**config.mk**
```make
export PLATFORM = sky130hd
export DESIGN_NAME = strop_rep_seq
export DESIGN_NICKNAME = d
export VERILOG_FILES = /design/src/rtl/strop_pkg.sv /design/src/rtl/strop_ptr_step.sv /design/src/rtl/strop_flag_calc.sv /design/src/rtl/strop_term_eval.sv /design/src/rtl/strop_rep_seq.sv
export SDC_FILE = /design/constraint.sdc
export NUM_CORES = 1
export LEC_CHECK = 0
export BUFFER_PORTS_ARGS = -buffer_cell sky130_fd_sc_hd__buf_2
export CORE_ASPECT_RATIO = 0.7
export CORE_MARGIN = 2
export CORE_UTILIZATION = 50
export CTS_BUF_LIST = sky130_fd_sc_hd__clkbuf_4
export DETAILED_ROUTE_END_ITERATION = 16
export HOLD_SLACK_MARGIN = 0.03
export PLACE_DENSITY = 0.86
export SETUP_SLACK_MARGIN = 0.4
export SLEW_MARGIN = 20
export SYNTH_ARGS = -nofsm -noshare
export SYNTH_HDL_FRONTEND = slang
export SYNTH_SLANG_ARGS = --single-unit
```
**constraint.sdc**
```tcl
create_clock -name clk -period 3.85 [get_ports clk]
set_input_delay 0.77 -clock clk [delete_from_list [all_inputs] [get_ports clk]]
set_output_delay 0.77 -clock clk [all_outputs]
set_load 0.02 [all_outputs]
```
**src/rtl/strop_pkg.sv**
```systemverilog
`timescale 1ns/1ps
package strop_pkg;

    typedef enum logic [2:0] {
        OP_MOVE  = 3'd0,
        OP_CMP   = 3'd1,
        OP_SCAN  = 3'd2,
        OP_LOAD  = 3'd3,
        OP_STORE = 3'd4
    } strop_op_e;

    typedef enum logic [2:0] {
        RP_PLAIN    = 3'd0,
        RP_WHILE_Z  = 3'd1,
        RP_WHILE_NZ = 3'd2,
        RP_WHILE_C  = 3'd3,
        RP_WHILE_NC = 3'd4
    } strop_rep_e;

    typedef enum logic [2:0] {
        ST_IDLE,
        ST_TEST,
        ST_RD_SRC,
        ST_RD_DST,
        ST_WR_DST,
        ST_STEP,
        ST_FIN
    } strop_state_e;

    function automatic strop_op_e op_decode(input logic [2:0] code);
        case (code)
            3'd1:    return OP_CMP;
            3'd2:    return OP_SCAN;
            3'd3:    return OP_LOAD;
            3'd4:    return OP_STORE;
            default: return OP_MOVE;
        endcase
    endfunction

    function automatic strop_rep_e rep_decode(input logic [2:0] code);
        case (code)
            3'd1:    return RP_WHILE_Z;
            3'd2:    return RP_WHILE_NZ;
            3'd3:    return RP_WHILE_C;
            3'd4:    return RP_WHILE_NC;
            default: return RP_PLAIN;
        endcase
    endfunction

    function automatic logic [2:0] elem_bytes(input logic [1:0] sz);
        case (sz)
            2'd0:    return 3'd1;
            2'd1:    return 3'd2;
            default: return 3'd4;
        endcase
    endfunction

    function automatic strop_state_e first_state(input strop_op_e op);
        case (op)
            OP_SCAN:  return ST_RD_DST;
            OP_STORE: return ST_WR_DST;
            default:  return ST_RD_SRC;
        endcase
    endfunction

endpackage

```
**src/rtl/strop_ptr_step.sv**
```systemverilog
`timescale 1ns/1ps
module strop_ptr_step import strop_pkg::*; #(
    parameter int AW = 16
) (
    input  logic [AW-1:0] cur,
    input  logic [1:0]    size,
    input  logic          down,
    input  logic          en,
    output logic [AW-1:0] nxt
);
    logic [AW-1:0] step;

    assign step = AW'(elem_bytes(size));

    always_comb begin
        if (!en) begin
            nxt = cur;
        end else if (down) begin
            nxt = cur - step;
        end else begin
            nxt = cur + step;
        end
    end
endmodule

```
**src/rtl/strop_flag_calc.sv**
```systemverilog
`timescale 1ns/1ps
module strop_flag_calc #(
    parameter int DW = 32
) (
    input  logic [DW-1:0] lhs,
    input  logic [DW-1:0] rhs,
    input  logic [1:0]    size,
    output logic [DW-1:0] mask,
    output logic          zf,
    output logic          cf
);
    logic [DW:0] diff;

    always_comb begin
        mask = '0;
        case (size)
            2'd0:    mask[7:0]  = '1;
            2'd1:    mask[15:0] = '1;
            default: mask       = '1;
        endcase
    end

    assign diff = {1'b0, lhs & mask} - {1'b0, rhs & mask};
    assign cf   = diff[DW];
    assign zf   = (diff[DW-1:0] == '0);
endmodule

```
**src/rtl/strop_term_eval.sv**
```systemverilog
`timescale 1ns/1ps
module strop_term_eval import strop_pkg::*; (
    input  strop_rep_e rep,
    input  logic       flag_elem,
    input  logic       zf,
    input  logic       cf,
    input  logic       left_zero,
    output logic       cont
);
    logic cond;

    always_comb begin
        cond = 1'b1;
        if (flag_elem) begin
            case (rep)
                RP_WHILE_Z:  cond = zf;
                RP_WHILE_NZ: cond = !zf;
                RP_WHILE_C:  cond = cf;
                RP_WHILE_NC: cond = !cf;
                default:     cond = 1'b1;
            endcase
        end
        cont = !left_zero && cond;
    end
endmodule

```
**src/rtl/strop_rep_seq.sv**
```systemverilog
`timescale 1ns/1ps
module strop_rep_seq import strop_pkg::*; #(
    parameter int AW = 16,
    parameter int CW = 16,
    parameter int DW = 32
) (
    input  logic          clk,
    input  logic          rst_n,
    input  logic          start,
    input  logic [2:0]    op_sel,
    input  logic [2:0]    rep_sel,
    input  logic [1:0]    elem_size,
    input  logic          dir_down,
    input  logic [AW-1:0] src_init,
    input  logic [AW-1:0] dst_init,
    input  logic [CW-1:0] cnt_init,
    input  logic [DW-1:0] acc_init,
    output logic          mem_req,
    output logic          mem_we,
    output logic [AW-1:0] mem_addr,
    output logic [DW-1:0] mem_wdata,
    output logic [1:0]    mem_size,
    input  logic          mem_ack,
    input  logic [DW-1:0] mem_rdata,
    output logic          busy,
    output logic          done,
    output logic [AW-1:0] src_ptr,
    output logic [AW-1:0] dst_ptr,
    output logic [CW-1:0] cnt,
    output logic [DW-1:0] acc,
    output logic          zf,
    output logic          cf
);
    strop_state_e st_q, st_d;
    strop_op_e    op_q;
    strop_rep_e   rep_q;
    logic [1:0]    size_q;
    logic          down_q;
    logic [AW-1:0] src_q, dst_q, src_nxt, dst_nxt;
    logic [CW-1:0] cnt_q, cnt_dec;
    logic [DW-1:0] acc_q, tmp_q, mask, cmp_lhs;
    logic          zf_q, cf_q, zf_new, cf_new;
    logic          cont, src_en, dst_en, is_flag_op;

    assign is_flag_op = (op_q == OP_CMP) || (op_q == OP_SCAN);
    assign src_en     = (op_q == OP_MOVE) || (op_q == OP_CMP) || (op_q == OP_LOAD);
    assign dst_en     = (op_q != OP_LOAD);
    assign cnt_dec    = cnt_q - CW'(1);
    assign cmp_lhs    = (op_q == OP_SCAN) ? acc_q : tmp_q;

    strop_ptr_step #(.AW(AW)) u_src_step (
        .cur(src_q), .size(size_q), .down(down_q), .en(src_en), .nxt(src_nxt)
    );

    strop_ptr_step #(.AW(AW)) u_dst_step (
        .cur(dst_q), .size(size_q), .down(down_q), .en(dst_en), .nxt(dst_nxt)
    );

    strop_flag_calc #(.DW(DW)) u_flags (
        .lhs(cmp_lhs), .rhs(mem_rdata), .size(size_q),
        .mask(mask), .zf(zf_new), .cf(cf_new)
    );

    strop_term_eval u_term (
        .rep(rep_q), .flag_elem(is_flag_op), .zf(zf_q), .cf(cf_q),
        .left_zero(cnt_dec == '0), .cont(cont)
    );

    // next-state logic
    always_comb begin
        st_d = st_q;
        unique case (st_q)
            ST_IDLE:   if (start) st_d = ST_TEST;
            ST_TEST:   st_d = (cnt_q == '0) ? ST_FIN : first_state(op_q);
            ST_RD_SRC: begin
                if (mem_ack) begin
                    if (op_q == OP_MOVE)     st_d = ST_WR_DST;
                    else if (op_q == OP_CMP) st_d = ST_RD_DST;
                    else                     st_d = ST_STEP;
                end
            end
            ST_RD_DST: if (mem_ack) st_d = ST_STEP;
            ST_WR_DST: if (mem_ack) st_d = ST_STEP;
            ST_STEP:   st_d = cont ? first_state(op_q) : ST_FIN;
            ST_FIN:    st_d = ST_IDLE;
        endcase
    end

    // state register
    always_ff @(posedge clk) begin
        if (!rst_n) st_q <= ST_IDLE;
        else        st_q <= st_d;
    end

    // outputs
    always_comb begin
        mem_req   = 1'b0;
        mem_we    = 1'b0;
        mem_addr  = src_q;
        mem_wdata = '0;
        done      = 1'b0;
        unique case (st_q)
            ST_RD_SRC: begin
                mem_req  = 1'b1;
                mem_addr = src_q;
            end
            ST_RD_DST: begin
                mem_req  = 1'b1;
                mem_addr = dst_q;
            end
            ST_WR_DST: begin
                mem_req   = 1'b1;
                mem_we    = 1'b1;
                mem_addr  = dst_q;
                mem_wdata = (op_q == OP_STORE) ? acc_q : tmp_q;
            end
            ST_FIN:  done = 1'b1;
            default: ;
        endcase
    end

    assign busy     = (st_q != ST_IDLE);
    assign mem_size = size_q;
    assign src_ptr  = src_q;
    assign dst_ptr  = dst_q;
    assign cnt      = cnt_q;
    assign acc      = acc_q;
    assign zf       = zf_q;
    assign cf       = cf_q;

    // datapath registers
    always_ff @(posedge clk) begin
        if (!rst_n) begin
            op_q   <= OP_MOVE;
            rep_q  <= RP_PLAIN;
            size_q <= '0;
            down_q <= 1'b0;
            src_q  <= '0;
            dst_q  <= '0;
            cnt_q  <= '0;
            acc_q  <= '0;
            tmp_q  <= '0;
            zf_q   <= 1'b0;
            cf_q   <= 1'b0;
        end else begin
            if (st_q == ST_IDLE && start) begin
                op_q   <= op_decode(op_sel);
                rep_q  <= rep_decode(rep_sel);
                size_q <= elem_size;
                down_q <= dir_down;
                src_q  <= src_init;
                dst_q  <= dst_init;
                cnt_q  <= cnt_init;
                acc_q  <= acc_init;
            end
            if (st_q == ST_RD_SRC && mem_ack) begin
                if (op_q == OP_LOAD) acc_q <= (acc_q & ~mask) | (mem_rdata & mask);
                else                 tmp_q <= mem_rdata & mask;
            end
            if (st_q == ST_RD_DST && mem_ack) begin
                zf_q <= zf_new;
                cf_q <= cf_new;
            end
            if (st_q == ST_STEP) begin
                cnt_q <= cnt_dec;
                src_q <= src_nxt;
                dst_q <= dst_nxt;
            end
        end
    end

    // assertions
    assert_idle_quiet_R1: assert property (@(posedge clk) disable iff (!rst_n)
        !busy |-> (!mem_req && !done));

    assert_req_hold_R6: assert property (@(posedge clk) disable iff (!rst_n)
        (mem_req && !mem_ack) |=> (mem_req && $stable(mem_addr) && $stable(mem_we)));

    assert_zero_count_R3: assert property (@(posedge clk) disable iff (!rst_n)
        (st_q == ST_TEST && cnt_q == '0) |=> (done && !mem_req));

    assert_count_step_R5: assert property (@(posedge clk) disable iff (!rst_n)
        (busy && $past(busy) && (cnt != $past(cnt))) |-> (cnt == $past(cnt) - CW'(1)));

    assert_flags_hold_R11: assert property (@(posedge clk) disable iff (!rst_n)
        (busy && !is_flag_op) |=> ($stable(zf) && $stable(cf)));

    assert_done_pulse_R12: assert property (@(posedge clk) disable iff (!rst_n)
        done |=> (!done && !busy));

    assert_start_ignored_R2: assert property (@(posedge clk) disable iff (!rst_n)
        (busy && $past(busy) && start) |=> $stable(op_q));
endmodule

```
==> results of run 1 <==
-- worst max-delay path by stage --
stage	start	end	slack (ns)	depth (start not counted)
final	op_q[1]	zf	0.09	17
after CTS	op_q[1]	zf	0.16	15
after global routing	op_q[1]	zf	-0.09	17
after global placement	op_q[1]	zf	0.19	16
after detailed placement	op_q[1]	zf	-0.05	15
after floorplan	mem_size[1]	zf	0.14	18
-- worst register-to-register path: cells and delay by family, from the launching register on --
family | cells | cell delay [ns]
AOI/OAI and AO/OA | 8 | 1.65
xor gates and xnor gates | 1 | 0.18
adders and majority gates | 2 | 0.59
buffers and inverters | 2 | 0.21
DFF | 1 | 0.35
muxes | 1 | 0.22
and+or+nand+nor | 3 | 0.47
-- through the flow --
stage,std cells,cell area [µm²]
floorplan,1443,10300
global placement,1958,12100
detailed placement,1958,12100
CTS,1991,12500
global route,2004,12700
finish,2006,12700
-- cell usage after synthesis, types with 5 or more instances --
master / n
and2_1: 30
nor3_1: 31
a21o_1: 19
inv_1: 38
mux2_2: 16
mux2i_1: 5
nand2b_1: 15
xor2_1: 12
o31ai_1: 6
nand3_1: 38
o311ai_0: 5
a21oi_1: 138
ha_1: 66
and3_1: 7
o21bai_1: 6
o211ai_1: 8
buf_1: 5
a211oi_1: 13
nand3b_1: 10
o211a_1: 13
clkbuf_1: 83
a31oi_1: 17
a311oi_1: 17
o221ai_1: 26
dfxtp_1: 126
xnor2_1: 29
a21boi_0: 25
or3_1: 9
nor2_1: 108
nor2b_1: 15
nand2_1: 325
nand4_1: 14
o21ai_1: 8
o21a_1: 10
o21ai_0: 76
-- per-layer routing --
metal / track usage, % / routed length [µm] / vias up / part of all wire [%]
met4: 10.6 / 786 / 0 / 2.1
met1: 48.7 / 17400 / 5681 / 47
met5: 0 / 0 / - / 0
met2: 48.5 / 15400 / 689 / 41
li1: - / - / 5714 / -
met3: 6.73 / 3590 / 67 / 9.7
-- power by group --
group | total, µW | leakage (µW) | internal, µW | switching (µW)
sequential | 1720 | 0.00103 | 1480 | 240
clock | 939 | 0.000138 | 398 | 541
combinational | 2690 | 0.00464 | 1040 | 1640
total | 5350 | 0.00582 | 2920 | 2430
-- layout make-up --
type	count	share of cell area (%)
Antenna cell	5	0.0982
Inverter	41	1.24
Clock buffer	21	1.24
Timing Repair Buffer	347	15.7
Sequential cell	126	19.8
Clock inverter	9	0.756
Tap cell	270	2.65
Multi-Input combinational cell	1187	58.5
-- cell families (layout without fill, tap and decap cells) --
group                    count (synthesis)  count (layout)  share of synthesized area [%]
XOR/XNOR                                41              41                           3.54
AO/OA/AOI/OAI                          432             432                           28.2
flip-flops                             126             126                           24.9
adder cells (fa/ha/maj)                 69              69                           8.74
multiplexers                            21              21                           2.27
other                                    0               5                              0
AND/OR/NAND/NOR                        624             624                           27.5
buffers and inverters                  130             418                           4.83
-- timing repair --
item | 4_1_cts | 5_1_grt
pin swaps | 8 | 20
hold buffers | 0 | 0
buffers inserted | 3 | 10
endpoints found under the setup margin | 9 | 26
gates resized for setup | 21 | 34
==> results_dict.tcl, run 1 <==
set metrics [dict create \
    outcome "finished, final reports clean" \
    antenna_found_initial 6 \
    p_per_area_nw_per_um2 419 \
    viasPerCell 6.06 \
    h-tree-depth 4 \
    critPathSlowestCell "fa_2" \
    dr.first_iter.drc_count 1286 \
    final_cell_mix "321 x nand2_1, 260 x buf_2, 131 x a21oi_1, 122 x dfxtp_1, 108 x nor2_1" \
    r2r_end "zf" \
    critPathLaunchType "flop" \
    holdPathStages 3 \
    grt_pass1_wl_um 56800 \
    peakVddDrop_uv 243 \
    grtUsageTotal_pct 33.2 \
    maxCapViolCount 0 \
    setup_tns_ns 0 \
    nNetsFinal 1914 \
    final_common_cell "nand2_1" \
    ff2ff_setup_slack_ns 0.09 \
    drc 0 \
    dr.pass1.iters 5 \
    hold_slack_ns 0.437 \
    std_cell_rows 43 \
    hold_path.class "primary input to flop" \
    core_um2 19900 \
    ant_nets 0 \
    path_max_fanout 4 \
    hold_viol_final 0 \
    die_w_um 174 \
    r2r.worst_path.cells 17 \
    gr-total-overflow 0 \
    min_from "dst_init[9]" \
    final_max_slew_viol_count 0 \
    finalCriticalPeriod_ns 3.76 \
    synth.top_cell.area_share_pct 24.9 \
    yosysTopAreaCell "dfxtp_1" \
    clkLatencyLatePin_ns 0.57 \
    ys.flop_type "dfxtp_1" \
    grt_max_degree 57 \
    syn_nets 1637 \
    hpwl_um 27600 \
    async_flop_share_pct 0 \
    synthDistinctLibCells 77 \
    synth_edf_count 0 \
    cp_top_family "compound AO/OA/AOI/OAI gates" \
    slew_headroom_pct 47.2 \
    synth.cell_area_um2 10100 \
    gp_congestion 1.01 \
    start_util_pct 51.0 \
    clock_skew_ns 0.0229 \
    netlist_top_cells_area "dfxtp_1 25%, nand2_1 12%, ha_1 8.2%" \
    rsz0062_at_grt "yes" \
    vias 12200 \
    crit_top_cell "nor2b_4" \
    clock.fmax_mhz 266 \
    cts.sinks 126 \
    multiInputGateArea_um2 7460 \
    clk_pin_slew_ns 0.13 \
    clock-root-buffer "clkbuf_4" \
    place_ws_ns -0.0465 \
    finalSetupViolations 0 \
    area_growth_pct 25.8 \
    io_pins 261 \
    p_leak_uw 0.00582 \
    routed_wl_um 37100 \
    worstPathCellList "nor2b_4 -> nor2b_4 -> mux2i_1 -> ha_2 -> inv_2 -> fa_2 -> a211oi_4 -> nor3_2 -> o221a_2 -> o31ai_4 -> buf_4 -> o31a_1 -> o21a_1 -> o21ai_1 -> xnor2_1 -> o21ai_0 -> o31ai_2" \
    drive_gt1_share_pct 26.7 \
    critical_path_class "flop to flop" \
    crit-reg2reg-launch "op_q[1]" \
    crit_path_end_kind "flop" \
    post_drt_wl_per_cell_um 18.5 \
    crit_arrival_ns 4.25 \
    port_buffers 260 \
    grt_pass1_vias 10800 \
    worstHoldEndpoint "dst_ptr[9]" \
    max_stage_delay_ns 0.39 \
    worst_slack_ns 0.0867 \
    clk_path_buf_depth 2 \
    tritoncts "done" \
    postLayoutCoreUtil_pct 64.2 \
    syn_inst 1443 \
    synth-seq-cells 126 \
    seq_area_frac_synth_pct 24.9 \
    critPathBufInv 2 \
    fp.dieH_um 123 \
    worstPathRequired_ns 4.34 \
    synth_area_per_cell_um2 7.02 \
    seqCellArea_um2 2530 \
    worst_slew_pin_slew_ns 0.790 \
    nFillCells 1794 \
    dieArea_um2 21400 \
    synth_warnings 0 \
    cts_buffers 17 \
    timing.final.crit_share_pct 97.7 \
    totalPowerFinal_uw 5350 \
]
Note: power is estimated with default switching activity, not from simulation.
==> inputs of run 2 (changes only) <==
- CORE_UTILIZATION: 50 -> 54
- clock period: 3.85 -> 3.6 ns (I/O delays scaled with it)
==> results_dict.tcl, run 2 (synthesis results as in run 1) <==
set metrics [dict create \
    worst_slew_pin_slew_ns 1.20 \
    final_common_cell "nand2_1" \
    crit_arrival_ns 4.15 \
    io_pins 261 \
    layoutNonFillerInstCount 1984 \
    nFillCells 1500 \
    gr-total-overflow 0 \
    routed_wl_um 36500 \
    std_cell_rows 41 \
    path_max_fanout 31 \
    worst_slack_ns -0.0797 \
    slew_headroom_pct 20.3 \
    r2r_end "zf" \
    hold_slack_ns 0.390 \
    hold_path.class "primary input to flop" \
    grt_pass1_vias 10900 \
    totalPowerFinal_uw 5960 \
    worstPathRequired_ns 4.08 \
    holdPathStages 3 \
    drc 0 \
    viasPerCell 6.20 \
    critPathSlowestCell "dfxtp_2" \
    place_ws_ns -0.231 \
    min_from "src_init[13]" \
    p_per_area_nw_per_um2 458 \
    h-tree-depth 4 \
    cp_top_family "simple AND/OR/NAND/NOR gates" \
    fp.dieH_um 119 \
    hpwl_um 27100 \
    grtUsageTotal_pct 35.0 \
    ant_nets 0 \
    place_inst 1936 \
    clkLatencyLatePin_ns 0.57 \
    outcome "finished with violations" \
    start_util_pct 55.6 \
    rsz0062_at_grt "yes" \
    finalSetupViolations 2 \
    vias 12300 \
    final_cell_mix "323 x nand2_1, 260 x buf_2, 130 x a21oi_1, 123 x dfxtp_1, 106 x nor2_1" \
    p_leak_uw 0.00597 \
    tritoncts "done" \
    antenna_found_initial 3 \
    clk_pin_slew_ns 0.14 \
    hold_viol_final 0 \
    grt_max_degree 90 \
    final_max_slew_viol_count 0 \
    core_um2 18200 \
    peakVddDrop_uv 271 \
    critPathLaunchType "flop" \
    clock_skew_ns 0.0371 \
    critPathBufInv 3 \
    cts_buffers 17 \
    worstPathCellList "nor2b_4 -> buf_4 -> nand2b_1 -> buf_12 -> nand2_1 -> a21boi_0 -> ha_1 -> buf_4 -> nand2_1 -> a2bb2oi_1 -> o32a_1 -> o211a_1 -> nand4_1 -> nor4_2 -> nand4b_1 -> nor4b_2 -> nand4_1 -> o31ai_2" \
    setup_tns_ns -0.122 \
    timing.final.crit_share_pct 102 \
    die_w_um 168 \
    dr.pass1.iters 5 \
    area_growth_pct 28.3 \
    finalCriticalPeriod_ns 3.68 \
    crit-reg2reg-launch "op_q[1]" \
    nNetsFinal 1928 \
    post_drt_wl_per_cell_um 18.4 \
    worstHoldEndpoint "src_ptr[13]" \
    max_stage_delay_ns 0.34 \
    gp_congestion 0.980 \
    clk_path_buf_depth 2 \
    dr.first_iter.drc_count 1472 \
    ff2ff_setup_slack_ns -0.08 \
    critical_path_class "flop to flop" \
    violations "negative setup slack" \
    r2r.worst_path.cells 18 \
    grt_pass1_wl_um 56600 \
    clock.fmax_mhz 272 \
    drive_gt1_share_pct 28.1 \
    dieArea_um2 19900 \
    port_buffers 260 \
    cts.sinks 126 \
    maxCapViolCount 0 \
    crit_path_end_kind "flop" \
    clock-root-buffer "clkbuf_4" \
]
run 2: changes by cell type in the layout (fill, tap and decap cells not counted), moves of 3 or more:
cell     before  now
buf_4        82   91
buf_6         2    6
diode_2       5    2
ha_4          4    7
o21ai_0      72   68
xnor2_1      29   26
xnor2_2       0    3
run 2: worst max path at each step:
stage,start,endpoint,slack [ns],cells after the start
6_report,op_q[1],zf,-0.08,18
5_1_grt,op_q[1],zf,-0.43,17
4_1_cts,op_q[1],zf,-0.05,15
3_5_place_dp,op_q[1],zf,-0.23,15
3_3_place_gp,op_q[1],zf,-0.1,17
2_1_floorplan,mem_size[1],zf,-0.09,18
run 2: final cells by class:
class	count	area [µm²]	share of cell area, %
timing repair buffer	361	2130	16.4
antenna	2	5.00	0.0385
tap	236	295	2.27
sequential	126	2530	19.5
clock buffer	19	143	1.10
inverter	41	166	1.28
clock inverter	12	170	1.31
multi-input combinational	1187	7560	58.1
run 2: what timing repair did:
item,4_1_cts,5_1_grt
pin swaps,14,33
resized for setup,31,31
setup endpoints to repair,30,16
buffers inserted,7,8
hold buffers,0,0
gates cloned,0,0
run 2: worst register-to-register path, cell delays in order, from the launching register on:
cell       delay (ns)
dfxtp_2          0.34
nor2b_4          0.12
buf_4            0.13
nand2b_1         0.11
buf_12           0.19
nand2_1          0.10
a21boi_0         0.17
ha_1             0.28
buf_4            0.18
nand2_1          0.10
a2bb2oi_1        0.31
o32a_1           0.21
o211a_1          0.16
nand4_1          0.11
nor4_2           0.31
nand4b_1         0.17
nor4b_2          0.28
nand4_1          0.14
o31ai_2          0.19
run 2: stage by stage:
stage / area (µm²) / utilization (%)
finish: 13000 / 71.4
global route: 13000 / 71.4
CTS: 12700 / 70.0
detailed placement: 12200 / 67.2
global placement: 12200 / 67.2
floorplan: 10300 / -
run 2: power breakdown:
group          internal, µW  switching, µW
Clock                   557            589
Sequential             1580            244
Combinational          1180           1800
run 2: metal layers:
layer | vias up | routed length [µm] | global-route usage, %
met5 | - | 13 | 0
met4 | 2 | 724 | 10.2
met3 | 65 | 3650 | 5.53
met2 | 750 | 15500 | 51.8
met1 | 5740 | 16600 | 52.0
li1 | 5749 | - | -
